**config.mk**
```make
export PLATFORM = sky130hd
export DESIGN_NAME = policy_sel_top
export DESIGN_NICKNAME = d
export VERILOG_FILES = /design/src/rtl/policy_sel_pkg.sv /design/src/rtl/policy_leader_map.sv /design/src/rtl/policy_sat_cnt.sv /design/src/rtl/policy_sel_top.sv
export SDC_FILE = /design/constraint.sdc
export NUM_CORES = 1
export LEC_CHECK = 0
export ABC_AREA = 1
export BUFFER_PORTS_ARGS = -buffer_cell sky130_fd_sc_hd__buf_2
export CORE_MARGIN = 2
export CORE_UTILIZATION = 30
export DETAILED_ROUTE_END_ITERATION = 16
export GPL_TIMING_DRIVEN = 0
export PLACE_DENSITY = 0.53
export SYNTH_ARGS = -nofsm -noshare
export SYNTH_HDL_FRONTEND = slang
export SYNTH_SLANG_ARGS = --single-unit
```
**constraint.sdc**
```tcl
create_clock -name clk_i -period 2 [get_ports clk_i]
set_clock_uncertainty 0.05 [all_clocks]
set_input_delay 0.3 -clock clk_i [delete_from_list [all_inputs] [get_ports clk_i]]
set_output_delay 0.3 -clock clk_i [all_outputs]
set_load 0.005 [all_outputs]
```
**src/rtl/policy_sel_pkg.sv**
```systemverilog
package policy_sel_pkg;
  typedef enum logic [1:0] {
    VOTE_NONE = 2'b00,
    VOTE_LIN  = 2'b01,
    VOTE_LRU  = 2'b10
  } vote_e;
endpackage

```
**src/rtl/policy_leader_map.sv**
```systemverilog
module policy_leader_map #(
  parameter int unsigned SET_W  = 10,
  parameter int unsigned GRP_W  = 5
) (
  input  logic [SET_W-1:0] set_i,
  output logic             leader_o
);
  generate
    if (SET_W >= 2*GRP_W) begin : g_spread
      // leader when low group equals next group: one leader per 2^GRP_W sets
      assign leader_o = (set_i[GRP_W-1:0] == set_i[2*GRP_W-1:GRP_W]);
    end else begin : g_low
      assign leader_o = (set_i[GRP_W-1:0] == '0);
    end
  endgenerate
endmodule

```
**src/rtl/policy_sat_cnt.sv**
```systemverilog
module policy_sat_cnt #(
  parameter int unsigned CNT_W  = 10,
  parameter int unsigned STEP_W = 3
) (
  input  logic              clk_i,
  input  logic              rst_ni,
  input  logic              inc_i,
  input  logic              dec_i,
  input  logic [STEP_W-1:0] step_i,
  output logic [CNT_W-1:0]  cnt_o
);
  localparam logic [CNT_W-1:0] MAX_V = {CNT_W{1'b1}};
  localparam logic [CNT_W-1:0] MID_V = {1'b1, {(CNT_W-1){1'b0}}};

  logic [CNT_W-1:0] cnt_q, cnt_d, step_ext;
  logic [CNT_W:0]   sum;

  assign step_ext = CNT_W'(step_i);
  assign sum      = {1'b0, cnt_q} + {1'b0, step_ext};

  always_comb begin
    cnt_d = cnt_q;
    if (inc_i)      cnt_d = (sum > {1'b0, MAX_V}) ? MAX_V : sum[CNT_W-1:0];
    else if (dec_i) cnt_d = (cnt_q < step_ext) ? '0 : cnt_q - step_ext;
  end

  always_ff @(posedge clk_i or negedge rst_ni) begin
    if (!rst_ni) cnt_q <= MID_V;
    else         cnt_q <= cnt_d;
  end

  assign cnt_o = cnt_q;


  inc_mono_chk: assert property (@(posedge clk_i) disable iff (!rst_ni)
    inc_i && !dec_i |=> cnt_q >= $past(cnt_q));

  dec_mono_chk: assert property (@(posedge clk_i) disable iff (!rst_ni)
    dec_i && !inc_i |=> cnt_q <= $past(cnt_q));
endmodule

```
**src/rtl/policy_sel_top.sv**
```systemverilog
module policy_sel_top #(
  parameter int unsigned SET_W  = 10,
  parameter int unsigned GRP_W  = 5,
  parameter int unsigned CNT_W  = 10,
  parameter int unsigned COST_W = 3
) (
  input  logic              clk_i,
  input  logic              rst_ni,
  input  logic              acc_valid_i,
  input  logic [SET_W-1:0]  acc_set_i,
  input  logic              main_hit_i,
  input  logic              shadow_hit_i,
  input  logic [COST_W-1:0] miss_cost_i,
  output logic              leader_o,
  output logic              use_lin_o,
  output logic              follower_lin_o,
  output logic [CNT_W-1:0]  sel_cnt_o
);
  import policy_sel_pkg::*;

  logic  is_leader;
  vote_e vote;

  policy_leader_map #(.SET_W(SET_W), .GRP_W(GRP_W)) u_map (
    .set_i    (acc_set_i),
    .leader_o (is_leader)
  );

  always_comb begin
    vote = VOTE_NONE;
    if (acc_valid_i && is_leader) begin
      if (main_hit_i && !shadow_hit_i)      vote = VOTE_LIN;
      else if (!main_hit_i && shadow_hit_i) vote = VOTE_LRU;
    end
  end

  policy_sat_cnt #(.CNT_W(CNT_W), .STEP_W(COST_W)) u_cnt (
    .clk_i  (clk_i),
    .rst_ni (rst_ni),
    .inc_i  (vote == VOTE_LIN),
    .dec_i  (vote == VOTE_LRU),
    .step_i (miss_cost_i),
    .cnt_o  (sel_cnt_o)
  );

  assign leader_o       = is_leader;
  assign follower_lin_o = sel_cnt_o[CNT_W-1];
  assign use_lin_o      = is_leader | follower_lin_o;


  agree_hold_chk: assert property (@(posedge clk_i) disable iff (!rst_ni)
    acc_valid_i && leader_o && (main_hit_i == shadow_hit_i) |=> $stable(sel_cnt_o));

  follower_hold_chk: assert property (@(posedge clk_i) disable iff (!rst_ni)
    !(acc_valid_i && leader_o) |=> $stable(sel_cnt_o));

  leader_lin_chk: assert property (@(posedge clk_i) disable iff (!rst_ni)
    leader_o |-> use_lin_o);

  up_step_chk: assert property (@(posedge clk_i) disable iff (!rst_ni)
    acc_valid_i && leader_o && main_hit_i && !shadow_hit_i |=>
      (sel_cnt_o - $past(sel_cnt_o)) <= CNT_W'($past(miss_cost_i)));
endmodule

```
==> results of run 1 <==
## cell type report
| class | instances | area (µm²) | area share [%] |
|---|---|---|---|
| tap | 50 | 62.56 | 3.906 |
| inverter | 32 | 122.6 | 7.656 |
| buffer | 4 | 33.78 | 2.109 |
| sequential | 10 | 251.5 | 15.70 |
| multi-input combinational | 150 | 888.4 | 55.47 |
| clock buffer | 4 | 45.04 | 2.812 |
| timing repair buffer | 36 | 197.7 | 12.34 |
## report_power, final
part / internal [mW] / switching [mW] / leakage, nW / total, mW
logic: 0.298 / 0.437 / 0.689 / 0.735
clock network: 0.141 / 0.0948 / 0.0228 / 0.236
registers: 0.247 / 0.0733 / 0.109 / 0.320
total: 0.686 / 0.605 / 0.821 / 1.29
## critical path: stages (launching register included)
cell and delay [ps]:
dfrtp_1 420, inv_2 90, ha_4 130, inv_2 40, fa_2 390, nand2_2 100, nand3_4 90, nor2_4 170
buf_4 130, nand2_1 40, nand3_1 70, o21ai_0 70
## metal layers
layer,track usage (%),up-vias,routed length [µm]
met5,0,-,0
met4,3.750,0,19
met3,2.961,4,152
met2,28.03,27,1592
met1,20.68,618,1656
li1,-,697,-
## repair_timing
item / in CTS / in global routing
endpoints found under the hold margin: 9 / 0
hold buffers: 1 / 0
pin swaps: 1 / 9
gates resized for setup: 4 / 12
endpoints found under the setup margin: 8 / 10
cloned: 0 / 1
buffers inserted: 1 / 4
## Yosys cell counts, types with 2 or more instances
library cell and instances:
a31oi_1 2, dfrtp_1 9, nor2_1 17, nand3_2 3, buf_4 2, nor2_4 3
o21ai_0 3, nand2_2 4, xor2_1 7, ha_1 7, nand2_1 57, nor2_2 4
a21oi_1 2, inv_1 31, nand4_1 3, fa_1 2, nand3_1 30
## through the flow
step | util [%] | hold slack [ps] | cells | setup WS, ps | total power, mW
floorplan | - | -45.59 | 195 | 137.3 | 0.8012
global placement | 36.42 | 146.9 | 275 | -272.7 | 0.9801
detailed placement | 36.42 | 145.0 | 275 | -273.0 | 0.9842
CTS | 38.37 | 413.8 | 281 | 4.971 | 1.250
global route | 40.33 | 439.3 | 286 | -70.31 | 1.411
finish | 40.33 | 406.5 | 286 | 63.31 | 1.291
## final timing paths
check / startpoint / depth (start not counted) / end
max: u_cnt.cnt_o[0] / 11 / u_cnt.cnt_o[0]
min: rst_ni / 2 / u_cnt.cnt_o[8]
max reg2reg: u_cnt.cnt_o[0] / 11 / u_cnt.cnt_o[0]
min reg2reg: u_cnt.cnt_o[9] / 2 / u_cnt.cnt_o[9]
max in group asynchronous: rst_ni / 2 / u_cnt.cnt_o[9]
min in group clk_i: u_cnt.cnt_o[9] / 2 / u_cnt.cnt_o[9]
## cell families after synthesis
group / share of synthesized area (%)
compound gates: 4.766
xor+xnor: 5.680
fa+ha+maj: 10.34
buf+inv: 12.47
flops: 20.39
simple gates: 46.35
==> impl_results.md, run 1 <==
* Core box area at roughly 4000 µm²
* Status: finished, final reports clean
* Initial cell density of the core at a little under a third
* Io pins at 31
* Post-synth ARST share at 100.0%
* N_diodes at 0
* Post-route cell area at between 1500 and 2000 µm²
* Die Ht at around 70 µm
* Final Wtd Congestion at between 0.8 and 0.9
* Filler cells at between 400 and 500
* Maximum vdd drop at approximately 0.0004 V
* Initial antenna violation count at 0
* Global-route wire length before repair at around 5.6 mm
* CTS Buf Count at 3
* Vias in the first global route at approximately 1,200
* Die area at ~4600 µm²
* Post-Synthesis Cells at about 200
* WL final at 3.420 mm
* Area Overhead vs Synth at 29.82%
* Total global-route track usage at between 10% and 20%
* Slew HR at around four fifths
* Total placed instance area at roughly 1400 µm²
* Post-route setup TNS at 0 ps
* Fin crit share at a little over nine tenths
* CP startpoint kind: flip-flop
* Critical-path maximum fanout at 3
* Least-Margin Pin Slew at between 200 and 300 ps
* Reg clk slew, reported paths at about 60 ps
* Yosys top cell area share at 18.26%
* Seq/Total Area, Yosys at 20.39%
* # Max-Cap Violations at 0
* Largest net degree at the start of global routing at 11
* Post-synth EDFFs at 0
* Synth cell types at 26
* Register bit total from synthesis at 10
* Crit Path Class: reg2reg
* Total via count in the routed design at approximately 1,300
* Synth top area cells: dfrtp_1 (18%), nand2_1 (17%), nand3_1 (12%)
* Setup-failing EPs final at 0
* Fmax at ~0.52 GHz
* Routed Antenna Nets at 0
* Ys flop type: dfrtp_1
* Final hold violation count at 0
* Residual DRC count at 0
* CTS tree: built
* P per Cell Area at ~810 nW/µm²
* Final Max Slew Viols at 0
* GR Overflow Total at 0
* Largest area contributor in the netlist: dfrtp_1
* Starting DRT DRC Count at 48
* Max reg flops at 10
* Final worst path period need at between 1500 and 2000 ps
* Most common cell after layout, fill and taps aside: nand2_1
* Most frequent cells in the layout: nand2_1 (56), nand3_1 (30), buf_2 (30), inv_1 (29), nor2_1 (17)
* Post-synthesis net count at around 220
* Routed vias/inst at between 4 and 5
* Root Driver: clkbuf_8
* FF-to-FF setup slack at about 63 ps
* Yosys warnings at 0
* Arrival time of the worst setup path at 2010 ps
* HPWL after DPL at about 2.6 mm
* Pre-antenna DRT Iters at 4
* LEAKAGE at ~0.82 nW
* Clock tree buffer depth at 2
* Layout cells sized above 1 at between 20% and 30%
* Worst Hold Class: in2async
* Drt wl/cell at roughly 12 µm
* I/O Buffers at 30
* Die Span X at 68.13 µm
* Netlist Area Pre-Place at 1234 µm²
* Core Rows at 23
* RSZ-0062 raised after global routing: yes
* Htree depth at 1
* Worst skew pair latency at 250 ps
* Crit path capture type: flip-flop
* Clock sinks at 10
* CP required at between 2000 and 2500 ps
* Nets at between 200 and 300
* Avg Synthesized Cell Area at around 6.3 µm²
No activity file was read; power rests on OpenSTA's default activity.
==> inputs of run 2 (changes only) <==
- PLACE_DENSITY: 0.53 -> 0.5
==> impl_results.md, run 2 (synthesis gave the netlist of run 1 again) <==
* # Max-Cap Violations at 0 (unchanged)
* Final Wtd Congestion at 0.8506 (-2.1%)
* Total global-route track usage at 16.14% (-0.022 points)
* Crit path capture type: flip-flop
* RR Startpoint: u_cnt.cnt_o[0]
* Layout cells sized above 1 at 34.57% (+5.3 points)
* Pre-CTS WS at -289.0 ps (-16.03 ps)
* Post-route setup TNS at -11.62 ps (-11.62 ps)
* WHS at 410.3 ps (+3.853 ps)
* Filler cells at 428 (-3.8%)
* Clock tree buffer depth at 2 (unchanged)
* LEAKAGE at 0.8704 nW (+6.1%)
* Arrival time of the worst setup path at 2090 ps (+80 ps)
* Die Span X at 68.13 µm (unchanged)
* Final worst path period need at 2012 ps (+74.93 ps)
* Pre-antenna DRT Iters at 4 (unchanged)
* Core box area at 3971 µm² (unchanged)
* Critical path buffers and inverters at 4 (+1)
* GR Overflow Total at 0 (unchanged)
* Io pins at 31 (unchanged)
* Final Max Slew Viols at 0 (unchanged)
* Critical-path maximum fanout at 6 (+3)
* Global-route wire length before repair at 5.664 mm (+1.3%)
* Max reg flops at 10 (unchanged)
* Initial cell density of the core at 31.06% (unchanged)
* Most common cell after layout, fill and taps aside: nand2_1
* Worst skew pair latency at 250 ps (about the same)
* Root Driver: clkbuf_8
* Initial antenna violation count at 0 (unchanged)
* FF-to-FF setup slack at -10 ps (-70 ps)
* Sequential fraction of design power at 23.7% (-1.1 points)
* Final Worst Setup Slack at -11.62 ps (-74.93 ps)
* CTS Buf Count at 3 (unchanged)
* Vias in the first global route at 1,222 (+0.58%)
* Routed Antenna Nets at 0 (unchanged)
* Most frequent cells in the layout: nand2_1 (53), buf_2 (29), inv_1 (28), nand3_1 (27), nor2_1 (16)
* Slew HR at 82.01% (+0.44 points)
* Internal Pwr Total at 0.7094 mW (+3.5%)
* HPWL after DPL at 2.476 mm (-4.3%)
* Worst-path cell with the longest stage delay: fa_2
* Switching power share of the total at 47.06% (+0.18 points)
* CTS tree: built
* Logic gate share of total power at 58.6% (+1.7 points)
* Fraction of power consumed by the clock network at 17.8% (-0.4 points)
* Net Sw Power at 0.6305 mW (+4.2%)
* FF/Latch Area at 251.5 µm² (unchanged)
* Routed vias/inst at 4.696 (-0.21%)
* Clock sinks at 10 (unchanged)
* Total via count in the routed design at 1,376 (+2.2%)
* Status: finished, violations left
* R2r endpoint: u_cnt.cnt_o[2]
* I/O Buffers at 30 (unchanged)
* Reg clk slew, reported paths at 60 ps (about the same)
* P per Cell Area at 770.4 nW/µm² (-4.4%)
* Crit Path Class: reg2reg
* Worst Hold Class: in2async
* Setup-failing EPs final at 1 (+1)
* WL final at 3.392 mm (-0.82%)
* Crit-path cells: inv_2 > ha_4 > inv_2 > fa_2 > nand2_4 > nand3_4 > nor2_4 > nor2_4 > buf_6 > buf_6 > nand2_2 > a31oi_1
* Starting DRT DRC Count at 46 (-4.2%)
* Least-Margin Pin Slew at 269.9 ps (-6.615 ps)
* CP startpoint kind: flip-flop
* Total placed instance area at 1446 µm² (unchanged)
* Residual DRC count at 0 (unchanged)
* Fin crit share at 100.6% (+3.7 points)
* Final Util at 43.79% (+3.5 points)
* Die Ht at 68.13 µm (unchanged)
* Core Rows at 23 (unchanged)
* Final hold violation count at 0 (unchanged)
* CP delay by family, top: adder cells
* Largest net degree at the start of global routing at 11 (unchanged)
* CP required at 2080 ps (about the same)
* CP peak stage delay at 420 ps (about the same)
* Maximum vdd drop at 0.0004021 V (+0.89%)
* Post-route cell area at 1739 µm² (+8.6%)
* Violated checks: negative setup slack
* Die area at 4641 µm² (unchanged)
* N_diodes at 0 (unchanged)
* Drt wl/cell at 11.58 µm (-3.2%)
* Area of the multi-input gates at 933.4 µm² (+5.1%)
* Fmax at 0.4971 GHz (-3.7%)
* R2R depth at 12 (+1)
* Area Overhead vs Synth at 40.97%
* RSZ-0062 raised after global routing: yes
* Nets at 271 (+2.7%)
* Htree depth at 1 (unchanged)
==> run 2: timing repair <==
item,CTS,global route
pin swaps,0,21
hold buffers,1,0
setup buffers,0,13
resized for setup,5,33
hold endpoints to repair,9,0
endpoints found under the setup margin,7,9
==> run 2: cell type report <==
class,instances,share of cell area [%]
plain buffers,4,2.806
inverters,32,7.050
repair buffers,44,15.83
multi-input cells,149,53.67
clock buffers,4,2.590
well taps,50,3.597
flip-flops and latches,10,14.46
==> run 2: worst max path at each step <==
stage | startpoint | cells after the start | endpoint | slack (ps)
3_3_place_gp | acc_set_i[5] | 14 | u_cnt.cnt_o[4] | -340
3_5_place_dp | acc_set_i[5] | 13 | u_cnt.cnt_o[4] | -290
6_report | u_cnt.cnt_o[0] | 12 | u_cnt.cnt_o[2] | -10
2_1_floorplan | acc_set_i[5] | 12 | u_cnt.cnt_o[4] | 140
4_1_cts | u_cnt.cnt_o[0] | 10 | u_cnt.cnt_o[4] | 4
5_1_grt | u_cnt.cnt_o[0] | 12 | u_cnt.cnt_o[2] | -90
==> run 2: per-stage QoR <==
stage,std cells,power [mW]
global route,293,1.469
floorplan,195,0.8012
global placement,275,0.9784
detailed placement,275,0.9763
finish,293,1.340
CTS,280,1.228
==> run 2: worst reg2reg max path, delay by kind of cell, from the launching register on <==
family / cells / cell delay (ps)
compound gates: 1 / 70
flops: 1 / 400
buf+inv: 4 / 390
simple gates: 5 / 460
fa+ha+maj: 2 / 560
==> run 2: per-layer routing <==
layer	wire (µm)	up-vias	part of all wire, %	track usage, %
met2	1628	37	48	25.73
met5	0	-	0	0
met3	186	4	5.5	1.974
li1	-	706	-	-
met4	42	0	1.2	5.500
met1	1534	629	45	22.40
==> run 2: power by group through the flow <==
stage | Sequential [mW] | Combinational, mW | Clock (mW)
after floorplan | 0.311 | 0.491 | 0
final | 0.317 | 0.785 | 0.238
after CTS | 0.315 | 0.673 | 0.240
after global placement | 0.319 | 0.660 | 0
after detailed placement | 0.318 | 0.659 | 0
after global routing | 0.329 | 0.888 | 0.252
==> inputs of run 3 (changes only) <==
--- a/config.mk
+++ b/config.mk
@@ -12,5 +12,5 @@
 export DETAILED_ROUTE_END_ITERATION = 16
 export GPL_TIMING_DRIVEN = 0
-export PLACE_DENSITY = 0.5
+export PLACE_DENSITY = 0.52
 export SYNTH_ARGS = -nofsm -noshare
 export SYNTH_HDL_FRONTEND = slang
==> constraint.sdc (replaced) <==
create_clock -name clk_i -period 1.75 [get_ports clk_i]
set_clock_uncertainty 0.05 [all_clocks]
set_input_delay 0.2625 -clock clk_i [delete_from_list [all_inputs] [get_ports clk_i]]
set_output_delay 0.2625 -clock clk_i [all_outputs]
set_load 0.02 [all_outputs]
==> impl_results.md, run 3 (synthesis gave the netlist of run 1 again) <==
* I/O Buffers at 30 (unchanged)
* Pre-antenna DRT Iters at 4 (unchanged)
* Residual DRC count at 0 (unchanged)
* Worst skew pair latency at 240 ps (about the same)
* Area of the multi-input gates at 939.7 µm² (+0.67%)
* Violated checks: negative setup slack
* Io pins at 31 (unchanged)
* Root Driver: clkbuf_8
* Power, Total at 1.608 mW (+20%)
* Crit Path Class: reg2reg
* Total global-route track usage at 16.93% (+0.79 points)
* CTS tree: built
* Placed Cells at 275 (unchanged)
* GR Overflow Total at 0 (unchanged)
* P per Cell Area at 946.2 nW/µm² (+23%)
* Routed Antenna Nets at 0 (unchanged)
* FF-to-FF setup slack at -130 ps (-120 ps)
* Status: finished, violations left
* Final Util at 42.79% (-1.0 points)
* Clock tree buffer depth at 2 (unchanged)
* Initial antenna violation count at 0 (unchanged)
* Most frequent cells in the layout: nand2_1 (56), buf_2 (30), inv_1 (27), nand3_1 (27), nor2_1 (16)
* Total placed instance area at 1496 µm² (+3.5%)
* Initial cell density of the core at 31.06% (unchanged)
* Slew HR at 81.19% (-0.82 points)
* Finished Layout Cells at 289 (-1.4%)
* Maximum vdd drop at 0.0004022 V (about the same)
* HPWL after DPL at 2.600 mm (+5.0%)
* Largest net degree at the start of global routing at 11 (unchanged)
* Final hold violation count at 0 (unchanged)
* Vias in the first global route at 1,335 (+9.2%)
* Area Overhead vs Synth at 37.73%
* Final Worst Setup Slack at -132.2 ps (-120.6 ps)
* Fmax at 0.5313 GHz (+6.9%)
* WHS at 376.5 ps (-33.84 ps)
* Die area at 4641 µm² (unchanged)
* Drt wl/cell at 11.49 µm (-0.74%)
* Htree depth at 1 (unchanged)
* Final worst path period need at 1882 ps (-129.4 ps)
* Core Rows at 23 (unchanged)
* RSZ-0062 raised after global routing: yes
* Setup-failing EPs final at 10 (+9)
* Layout cells sized above 1 at 34.73% (+0.16 points)
* Final Wtd Congestion at 0.8184 (-3.8%)
* Crit path capture type: flip-flop
* CTS Buf Count at 3 (unchanged)
* LEAKAGE at 0.8454 nW (-2.9%)
* Most common cell after layout, fill and taps aside: nand2_1
* Nets at 267 (-1.5%)
* Filler cells at 439 (+2.6%)
* Max reg flops at 10 (unchanged)
* Fin crit share at 107.6% (+7.0 points)
* FF/Latch Area at 254.0 µm² (+1.0%)
* Routed vias/inst at 4.516 (-3.8%)
* Arrival time of the worst setup path at 1970 ps (-120 ps)
* Global-route wire length before repair at 5.940 mm (+4.9%)
* Core box area at 3971 µm² (unchanged)
* Final Max Slew Viols at 0 (unchanged)
* CP startpoint kind: flip-flop
* Worst Hold Class: in2async
* Post-route cell area at 1699 µm² (-2.3%)
* WL final at 3.321 mm (-2.1%)
* Total via count in the routed design at 1,305 (-5.2%)
* Die Span X at 68.13 µm (unchanged)
* Least-Margin Pin Slew at 281.2 ps (+11.29 ps)
* Die Ht at 68.13 µm (unchanged)
* Critical-path maximum fanout at 9 (+3)
* Clock sinks at 10 (unchanged)
* CP required at 1830 ps (-250 ps)
* Reg clk slew, reported paths at 60 ps (about the same)
* # Max-Cap Violations at 0 (unchanged)
* Starting DRT DRC Count at 46 (unchanged)
* N_diodes at 0 (unchanged)
run 3: layout make-up:
type	count	share of cell area, %
multi-input combinational	149	55.30
sequential	10	14.95
timing repair buffer	41	13.84
inverter	32	7.217
tap	50	3.682
clock buffer	4	3.240
buffer	3	1.767
run 3: stage by stage:
stage | worst slack [ps] | TNS, ps
finish | -132.2 | -804.4
global route | -226.0 | -1860
CTS | -117.2 | -629.7
detailed placement | -353.2 | -2778
global placement | -377.2 | -2792
floorplan | -72.03 | -394.0
run 3: critical path: stages, from the launching register on:
cell     delay [ps]
dfrtp_2         430
inv_2            80
ha_4            140
inv_2            40
fa_2            360
nand2_4          90
nand3_4          90
nor2_4          130
nor2_4           90
nand2_1          80
nand3_2          70
o21ai_1          80
inv_1            50
run 3: where the power goes:
part	switching, mW	internal (mW)
Clock	0.103	0.199
Sequential	0.0862	0.286
Combinational	0.569	0.365
Total	0.759	0.849
run 3: what timing repair did:
item	CTS	global route
hold buffers	1	0
pin swaps	6	17
endpoints found under the setup margin	10	10
gates resized for setup	3	14
buffers inserted	6	4
hold endpoints to repair	9	0
run 3: metal layers:
layer	vias to the layer above	global-route usage [%]	share of wire (%)	wire (µm)
li1	702	-	-	-
met2	38	29.73	48	1610
met4	0	4.500	0.93	31
met5	-	0	0	0
met3	4	3.783	6.2	207
met1	561	20.68	44	1471
run 3: final timing paths:
check	start	to	cells past startpoint
worst max-delay path	u_cnt.cnt_o[0]	u_cnt.cnt_o[4]	12
worst min-delay path	rst_ni	u_cnt.cnt_o[6]	2
worst max register to register	u_cnt.cnt_o[0]	u_cnt.cnt_o[4]	12
worst min register to register	u_cnt.cnt_o[9]	u_cnt.cnt_o[9]	2
max in group asynchronous	rst_ni	u_cnt.cnt_o[9]	2
min in group clk_i	u_cnt.cnt_o[9]	u_cnt.cnt_o[9]	2
